===== config.mk =====
export PLATFORM = sky130hd
export DESIGN_NAME = modulus_counter
export DESIGN_NICKNAME = d
export VERILOG_FILES = /design/src/rtl/modcnt_pkg.sv /design/src/rtl/modcnt_sync.sv /design/src/rtl/modcnt_ctrl.sv /design/src/rtl/modcnt_datapath.sv /design/src/rtl/modulus_counter.sv
export SDC_FILE = /design/constraint.sdc
export NUM_CORES = 1
export LEC_CHECK = 0
export BUFFER_PORTS_ARGS = -buffer_cell sky130_fd_sc_hd__buf_2
export CAP_MARGIN = 20
export CORE_UTILIZATION = 42
export CTS_CLUSTER_DIAMETER = 60
export DETAILED_ROUTE_END_ITERATION = 6
export PLACE_DENSITY = 0.65
export SLEW_MARGIN = 20
export SYNTH_ARGS = -nofsm -noshare
export SYNTH_HDL_FRONTEND = slang
export SYNTH_SLANG_ARGS = --single-unit

===== constraint.sdc =====
create_clock -name clk -period 2.53 [get_ports clk]
set_input_delay 0 -clock clk [delete_from_list [all_inputs] [get_ports clk]]
set_output_delay 0 -clock clk [all_outputs]
set_load 0.005 [all_outputs]

===== src/rtl/modcnt_pkg.sv =====
package modcnt_pkg;

  typedef struct packed {
    logic wrCount;
    logic wrLatch;
    logic pinLoad;
    logic step;
  } cnt_strobe_t;

  localparam logic [1:0] ADDR_CTRL  = 2'd0;
  localparam logic [1:0] ADDR_COUNT = 2'd1;
  localparam logic [1:0] ADDR_LATCH = 2'd2;

  localparam int BIT_SEL      = 0;
  localparam int BIT_EDGE     = 3;
  localparam int BIT_DRVA     = 5;
  localparam int BIT_DRVB     = 6;
  localparam int BIT_LVL      = 7;
  localparam int BIT_FRZ      = 10;
  localparam int BIT_EXTLVL   = 13;
  localparam int BIT_LOADLVL  = 14;
  localparam int BIT_FLAG     = 15;

  typedef enum logic [1:0] {
    EDGE_NONE = 2'd0,
    EDGE_RISE = 2'd1,
    EDGE_FALL = 2'd2,
    EDGE_BOTH = 2'd3
  } load_edge_e;

endpackage


===== src/rtl/modcnt_sync.sv =====
module modcnt_sync #(
  parameter int WIDTH  = 2,
  parameter int STAGES = 2
) (
  input  logic             clk,
  input  logic             rstN,
  input  logic [WIDTH-1:0] asyncIn,
  output logic [WIDTH-1:0] syncOut
);
  logic [WIDTH-1:0] stage [STAGES];

  generate
    for (genvar s = 0; s < STAGES; s++) begin : gStage
      always_ff @(posedge clk) begin
        if (!rstN) stage[s] <= '0;
        else if (s == 0) stage[s] <= asyncIn;
        else stage[s] <= stage[(s == 0) ? 0 : s-1];
      end
    end
  endgenerate

  assign syncOut = stage[STAGES-1];
endmodule


===== src/rtl/modcnt_ctrl.sv =====
module modcnt_ctrl
  import modcnt_pkg::*;
#(
  parameter int CNT_W    = 16,
  parameter int NUM_TAPS = 6,
  parameter int SYNC_LEN = 2
) (
  input  logic                clk,
  input  logic                rstN,
  input  logic [NUM_TAPS-1:0] prescTick,
  input  logic                prescRun,
  input  logic                freezeReq,
  input  logic                extClkPin,
  input  logic                loadPin,
  input  logic                regWe,
  input  logic                regRe,
  input  logic [1:0]          regAddr,
  input  logic [CNT_W-1:0]    regWdata,
  input  logic [CNT_W-1:0]    cntVal,
  input  logic [CNT_W-1:0]    latchVal,
  input  logic                wrapEvt,
  output cnt_strobe_t         strb,
  output logic [CNT_W-1:0]    regRdata,
  output logic                irqReq,
  output logic                drvA,
  output logic                drvB,
  output logic                frzEn,
  output logic                ovfFlag
);
  localparam int SEL_W = $clog2(NUM_TAPS + 2);

  logic [SEL_W-1:0] clkSel;
  logic [1:0]       loadEdge;
  logic [2:0]       irqLvl;
  logic             flagArmed;
  logic [1:0]       pinSync;
  logic [1:0]       pinPrev;
  logic             extRise, extFall, ldRise, ldFall;
  logic             tapTick, srcTick, frozen, edgeHit;
  logic             ctrlWr, flagClear;

  modcnt_sync #(.WIDTH(2), .STAGES(SYNC_LEN)) uSync (
    .clk(clk), .rstN(rstN),
    .asyncIn({loadPin, extClkPin}),
    .syncOut(pinSync)
  );

  always_ff @(posedge clk) begin
    if (!rstN) pinPrev <= '0;
    else       pinPrev <= pinSync;
  end

  assign extRise = pinSync[0] & ~pinPrev[0];
  assign extFall = ~pinSync[0] & pinPrev[0];
  assign ldRise  = pinSync[1] & ~pinPrev[1];
  assign ldFall  = ~pinSync[1] & pinPrev[1];

  always_comb begin
    tapTick = 1'b0;
    for (int i = 0; i < NUM_TAPS; i++)
      if (clkSel == SEL_W'(i)) tapTick = prescTick[i];
  end

  always_comb begin
    if (clkSel == SEL_W'(NUM_TAPS))          srcTick = extRise;
    else if (clkSel == SEL_W'(NUM_TAPS + 1)) srcTick = extFall;
    else                                     srcTick = tapTick;
  end

  always_comb begin
    unique case (load_edge_e'(loadEdge))
      EDGE_RISE: edgeHit = ldRise;
      EDGE_FALL: edgeHit = ldFall;
      EDGE_BOTH: edgeHit = ldRise | ldFall;
      default:   edgeHit = 1'b0;
    endcase
  end

  assign frozen       = frzEn & freezeReq;
  assign strb.step    = prescRun & ~frozen & srcTick;
  assign strb.pinLoad = ~frozen & edgeHit;
  assign strb.wrCount = regWe & (regAddr == ADDR_COUNT);
  assign strb.wrLatch = regWe & (regAddr == ADDR_LATCH);

  assign ctrlWr    = regWe & (regAddr == ADDR_CTRL);
  assign flagClear = ctrlWr & ~regWdata[BIT_FLAG] & flagArmed;

  always_ff @(posedge clk) begin
    if (!rstN) begin
      clkSel   <= '0;
      loadEdge <= '0;
      drvA     <= 1'b0;
      drvB     <= 1'b0;
      irqLvl   <= '0;
      frzEn    <= 1'b0;
    end else if (ctrlWr) begin
      clkSel   <= regWdata[BIT_SEL +: SEL_W];
      loadEdge <= regWdata[BIT_EDGE +: 2];
      drvA     <= regWdata[BIT_DRVA];
      drvB     <= regWdata[BIT_DRVB];
      irqLvl   <= regWdata[BIT_LVL +: 3];
      frzEn    <= regWdata[BIT_FRZ];
    end
  end

  always_ff @(posedge clk) begin
    if (!rstN) begin
      ovfFlag   <= 1'b0;
      flagArmed <= 1'b0;
    end else begin
      if (wrapEvt)        ovfFlag <= 1'b1;
      else if (flagClear) ovfFlag <= 1'b0;
      if (flagClear)                                          flagArmed <= 1'b0;
      else if (regRe && regAddr == ADDR_CTRL && ovfFlag)      flagArmed <= 1'b1;
    end
  end

  assign irqReq = ovfFlag & (irqLvl != 3'd0);

  always_comb begin
    regRdata = '0;
    unique case (regAddr)
      ADDR_CTRL: begin
        regRdata[BIT_SEL +: SEL_W] = clkSel;
        regRdata[BIT_EDGE +: 2]    = loadEdge;
        regRdata[BIT_DRVA]         = drvA;
        regRdata[BIT_DRVB]         = drvB;
        regRdata[BIT_LVL +: 3]     = irqLvl;
        regRdata[BIT_FRZ]          = frzEn;
        regRdata[BIT_EXTLVL]       = pinSync[0];
        regRdata[BIT_LOADLVL]      = pinSync[1];
        regRdata[BIT_FLAG]         = ovfFlag;
      end
      ADDR_COUNT: regRdata = cntVal;
      ADDR_LATCH: regRdata = latchVal;
      default:    regRdata = '0;
    endcase
  end
endmodule


===== src/rtl/modcnt_datapath.sv =====
module modcnt_datapath
  import modcnt_pkg::*;
#(
  parameter int CNT_W = 16
) (
  input  logic             clk,
  input  logic             rstN,
  input  cnt_strobe_t      strb,
  input  logic [CNT_W-1:0] wrData,
  input  logic             drvA,
  input  logic             drvB,
  output logic [CNT_W-1:0] cntVal,
  output logic [CNT_W-1:0] latchVal,
  output logic             wrapEvt,
  output logic [CNT_W-1:0] busA,
  output logic [CNT_W-1:0] busB
);
  localparam logic [CNT_W-1:0] CNT_MAX = '1;

  logic atMax;
  assign atMax   = (cntVal == CNT_MAX);
  assign wrapEvt = strb.step & atMax & ~strb.wrCount & ~strb.pinLoad;

  always_ff @(posedge clk) begin
    if (!rstN) begin
      cntVal   <= '0;
      latchVal <= '0;
    end else if (strb.wrCount) begin
      cntVal   <= wrData;
      latchVal <= wrData;
    end else begin
      if (strb.wrLatch) latchVal <= wrData;
      if (strb.pinLoad)   cntVal <= latchVal;
      else if (strb.step) cntVal <= atMax ? latchVal : cntVal + 1'b1;
    end
  end

  assign busA = drvA ? cntVal : '0;
  assign busB = drvB ? cntVal : '0;
endmodule


===== src/rtl/modulus_counter.sv =====
module modulus_counter
  import modcnt_pkg::*;
#(
  parameter int CNT_W    = 16,
  parameter int NUM_TAPS = 6,
  parameter int SYNC_LEN = 2
) (
  input  logic                clk,
  input  logic                rstN,
  input  logic [NUM_TAPS-1:0] prescTick,
  input  logic                prescRun,
  input  logic                freezeReq,
  input  logic                extClkPin,
  input  logic                loadPin,
  input  logic                regWe,
  input  logic                regRe,
  input  logic [1:0]          regAddr,
  input  logic [CNT_W-1:0]    regWdata,
  output logic [CNT_W-1:0]    regRdata,
  output logic                irqReq,
  output logic [CNT_W-1:0]    busA,
  output logic [CNT_W-1:0]    busB
);
  cnt_strobe_t      strb;
  logic [CNT_W-1:0] cntVal, latchVal;
  logic             wrapEvt, drvA, drvB, frzEn, ovfFlag;

  modcnt_ctrl #(.CNT_W(CNT_W), .NUM_TAPS(NUM_TAPS), .SYNC_LEN(SYNC_LEN)) uCtrl (
    .clk(clk), .rstN(rstN), .prescTick(prescTick), .prescRun(prescRun),
    .freezeReq(freezeReq), .extClkPin(extClkPin), .loadPin(loadPin),
    .regWe(regWe), .regRe(regRe), .regAddr(regAddr), .regWdata(regWdata),
    .cntVal(cntVal), .latchVal(latchVal), .wrapEvt(wrapEvt), .strb(strb),
    .regRdata(regRdata), .irqReq(irqReq), .drvA(drvA), .drvB(drvB),
    .frzEn(frzEn), .ovfFlag(ovfFlag)
  );

  modcnt_datapath #(.CNT_W(CNT_W)) uPath (
    .clk(clk), .rstN(rstN), .strb(strb), .wrData(regWdata),
    .drvA(drvA), .drvB(drvB), .cntVal(cntVal), .latchVal(latchVal),
    .wrapEvt(wrapEvt), .busA(busA), .busB(busB)
  );
endmodule


==> impl_metrics.env <==
export IMPL_final_nets=530
export IMPL_setup_ws_ps=116
export IMPL_port_buffers=80
export IMPL_power_leakage_nw=1.66
export IMPL_n_antenna_cell=0
export IMPL_yosysUniqueCellTypes=58
export IMPL_drive_above_1_share_pct=23.4
export IMPL_dpl_cell_area_mm2=0.00378
export IMPL_fmax_ghz=0.414
export IMPL_drv_cap=0
export IMPL_cts_path_max_buffers=2
export IMPL_final_max_slew_violation_count=0
export IMPL_final_util_pct=52.9
export IMPL_setup_tns_final_ps=0
export IMPL_rsz0062_at_grt="false"
export IMPL_period_share_pct=95.4
export IMPL_drtPass1Iterations=7
export IMPL_setup_worst_path_end_class="flip-flop"
export IMPL_hold_viol=0
export IMPL_ys_seq_area_share_pct=30.6
export IMPL_first_global_vias=3328
export IMPL_clock_latency_ps=320
export IMPL_core_area_mm2=0.00769
export IMPL_syn_area_mm2=0.00334
export IMPL_dp_hpwl_um=7380
export IMPL_clock_skew_ps=11.2
export IMPL_ys_flop_type="dfxtp_1"
export IMPL_yosys_area_top_type="dfxtp_1"
export IMPL_drc=0
export IMPL_synth_edff_count=0
export IMPL_synthTopCellsByCount="nand2_1, dfxtp_1, and2_1, a21boi_0, clkbuf_1"
export IMPL_routed_via_count=3479
export IMPL_ios=81
export IMPL_setup_viol=0
export IMPL_wl_per_cell_um=17.6
export IMPL_nFillCells=746
export IMPL_gr_total_overflow=0
export IMPL_dpl_worst_slack_ps=137
export IMPL_cts_setup_buffers=0
export IMPL_slew_headroom_pct=39.7
export IMPL_status="complete, no violations"
export IMPL_top_layer_used="met4"
export IMPL_dr_wl_met3_um=815
export IMPL_cts_tree="yes"
export IMPL_place_congestion=0.827
export IMPL_cp_required_ps=2730
export IMPL_async_reset_ff_share_pct=0
export IMPL_area_growth_pct=21.9
export IMPL_drt_total_wl_um=10500
export IMPL_critPathSlowestCell="or2_1"
export IMPL_power_density_mw_per_mm2=455
export IMPL_cts_buffers=5
export IMPL_drt_met1_wl_um=4700
export IMPL_antenna_found_initial=0
export IMPL_grt_max_degree=54
export IMPL_cp_start_kind="flip-flop"
export IMPL_yosysWarnings=0
export IMPL_rows=32
export IMPL_fin_hold_ws_ps=284
export IMPL_yosysMostFrequentCell="nand2_1"
export IMPL_synth_top_cell_area_share_pct=30.6
export IMPL_initial_core_util_pct=43.4
export IMPL_grt_util_all_layers_pct=25.9
export IMPL_syn_num_nets=448
export IMPL_avgSynthCellArea_um2=8.16
export IMPL_clkTransAtPathRegs_ps=100
export IMPL_grt_pass1_wl_um=17100
export IMPL_yosys_top_cells_area="dfxtp_1, nand2_1, and2_1"
export IMPL_via_per_inst=5.87
export IMPL_dieArea_mm2=0.00830
export IMPL_worstMarginPinSlew_ps=905
export IMPL_fin_crit_ps=2410
export IMPL_syn_inst=409
export IMPL_path_class="flip-flop to flip-flop"
export IMPL_cp_arrival_ps=2610
export IMPL_crit_path_max_incr_delay_ps=690
export IMPL_htree_levels=2
export IMPL_synth_seq_cells=51
export IMPL_antenna_left=0
export IMPL_cts_root_buf="clkbuf_8"
export IMPL_die_y_um=91.1
export IMPL_final_area_mm2=0.00407
export IMPL_cp_cell_sequence="inv_1 -> ha_1 -> nand2b_1 -> a311o_1 -> nand2_1 -> or2_1 -> buf_4 -> a31oi_4"
export IMPL_cts_sinks=51
export IMPL_hold_class="primary input to flip-flop"
export IMPL_die_x_um=91.1
export IMPL_ir_drop_v=0.000232
export IMPL_drt_initial_drc_count=338
export IMPL_wl_met2_um=4730
export IMPL_worstPathMaxFanout=14
sequential cells by signal (all words and copies together), names as in the netlist:
name,count
uCtrl.loadEdge,2
uCtrl.irqLvl,3
uCtrl.drvA,1
uCtrl.pinPrev,2
uPath.cntVal,16
uPath.latchVal,16
uCtrl.frzEn,1
uCtrl.clkSel,3
uCtrl.uSync.stage,4
uCtrl.drvB,1
uCtrl.flagArmed,1
uCtrl.ovfFlag,1
critical path: cells and delay by family (launching register included):
kind	cells	cell delay [ps]
simple gates	3	930
compound gates	2	430
buf+inv	2	330
flops	1	340
fa+ha+maj	1	270
layout by cell type, fill, tap and decap left out, types with 5 or more instances in the layout:
cell / instances
a21oi_1: 7
a21boi_0: 28
dfxtp_1: 51
a31oi_4: 8
a222oi_1: 14
buf_4: 13
ha_1: 7
nand3_1: 10
and2_1: 41
o31ai_1: 13
nor2_1: 15
nand4_1: 8
inv_1: 6
clkbuf_8: 6
buf_2: 80
a211o_1: 5
a31oi_1: 6
nand2_1: 83
xor2_1: 6
dlygate4sd3_1: 19
area by class of cell:
class,instances,area (um2),area share [%]
repair buffers,112,688,16.9
inverters,6,22.5,0.554
multi-input cells,315,2120,52.1
clock inverters,1,5.00,0.123
flip-flops and latches,51,1020,25.1
clock buffers,6,82.6,2.03
well taps,102,128,3.14
kinds of logic (layout without fill, tap and decap cells):
kind of cell	after synthesis	count (layout)	share of synthesized area [%]
adder cells (fa/ha/maj)	7	7	2.63
buffers and inverters	43	125	6.15
AO/OA/AOI/OAI	114	114	30.5
XOR/XNOR	10	10	2.63
flip-flops	51	51	30.6
multiplexers	2	2	0.675
AND/OR/NAND/NOR	182	182	26.9
final timing paths:
check / start / end / slack [ps] / depth (start not counted)
setup reg to reg: uCtrl.pinPrev[1]$_SDFF_PN0_ / uPath.cntVal[9]$_SDFFE_PN0P_ / 120 / 8
hold reg to reg: uCtrl.uSync.stage[0][0]$_SDFF_PN0_ / uCtrl.uSync.stage[1][0]$_SDFF_PN0_ / 440 / 1
hold / removal: regWe / uPath.latchVal[8]$_SDFFE_PN0P_ / 280 / 4
setup / recovery: uCtrl.pinPrev[1]$_SDFF_PN0_ / uPath.cntVal[9]$_SDFFE_PN0P_ / 120 / 8
power by group:
group | switching, mW | leakage (nW) | internal (mW) | total, mW
registers | 0.0918 | 0.418 | 0.853 | 0.945
clock network | 0.286 | 0.0470 | 0.216 | 0.502
logic | 0.219 | 1.20 | 0.184 | 0.403
through the flow:
| stage | power (mW) | cells |
|---|---|---|
| 5_1_grt | 1.92 | 593 |
| 3_5_place_dp | 1.33 | 567 |
| 6_report | 1.85 | 593 |
| 4_1_cts | 1.84 | 593 |
| 3_3_place_gp | 1.32 | 567 |
| 2_1_floorplan | 1.20 | 409 |
metal layers:
metal  up-vias  track usage [%]
met5         -                0
met4         0             8.99
met3        17             5.53
met2       184             41.4
met1      1633             34.3
li1       1645                -
what timing repair did:
item / CTS / global route
hold buffers: 19 / 0
endpoints found under the setup margin: 0 / 1
resized for setup: 0 / 1
hold endpoints to repair: 32 / 0
Note: power is estimated with default switching activity, not from simulation.
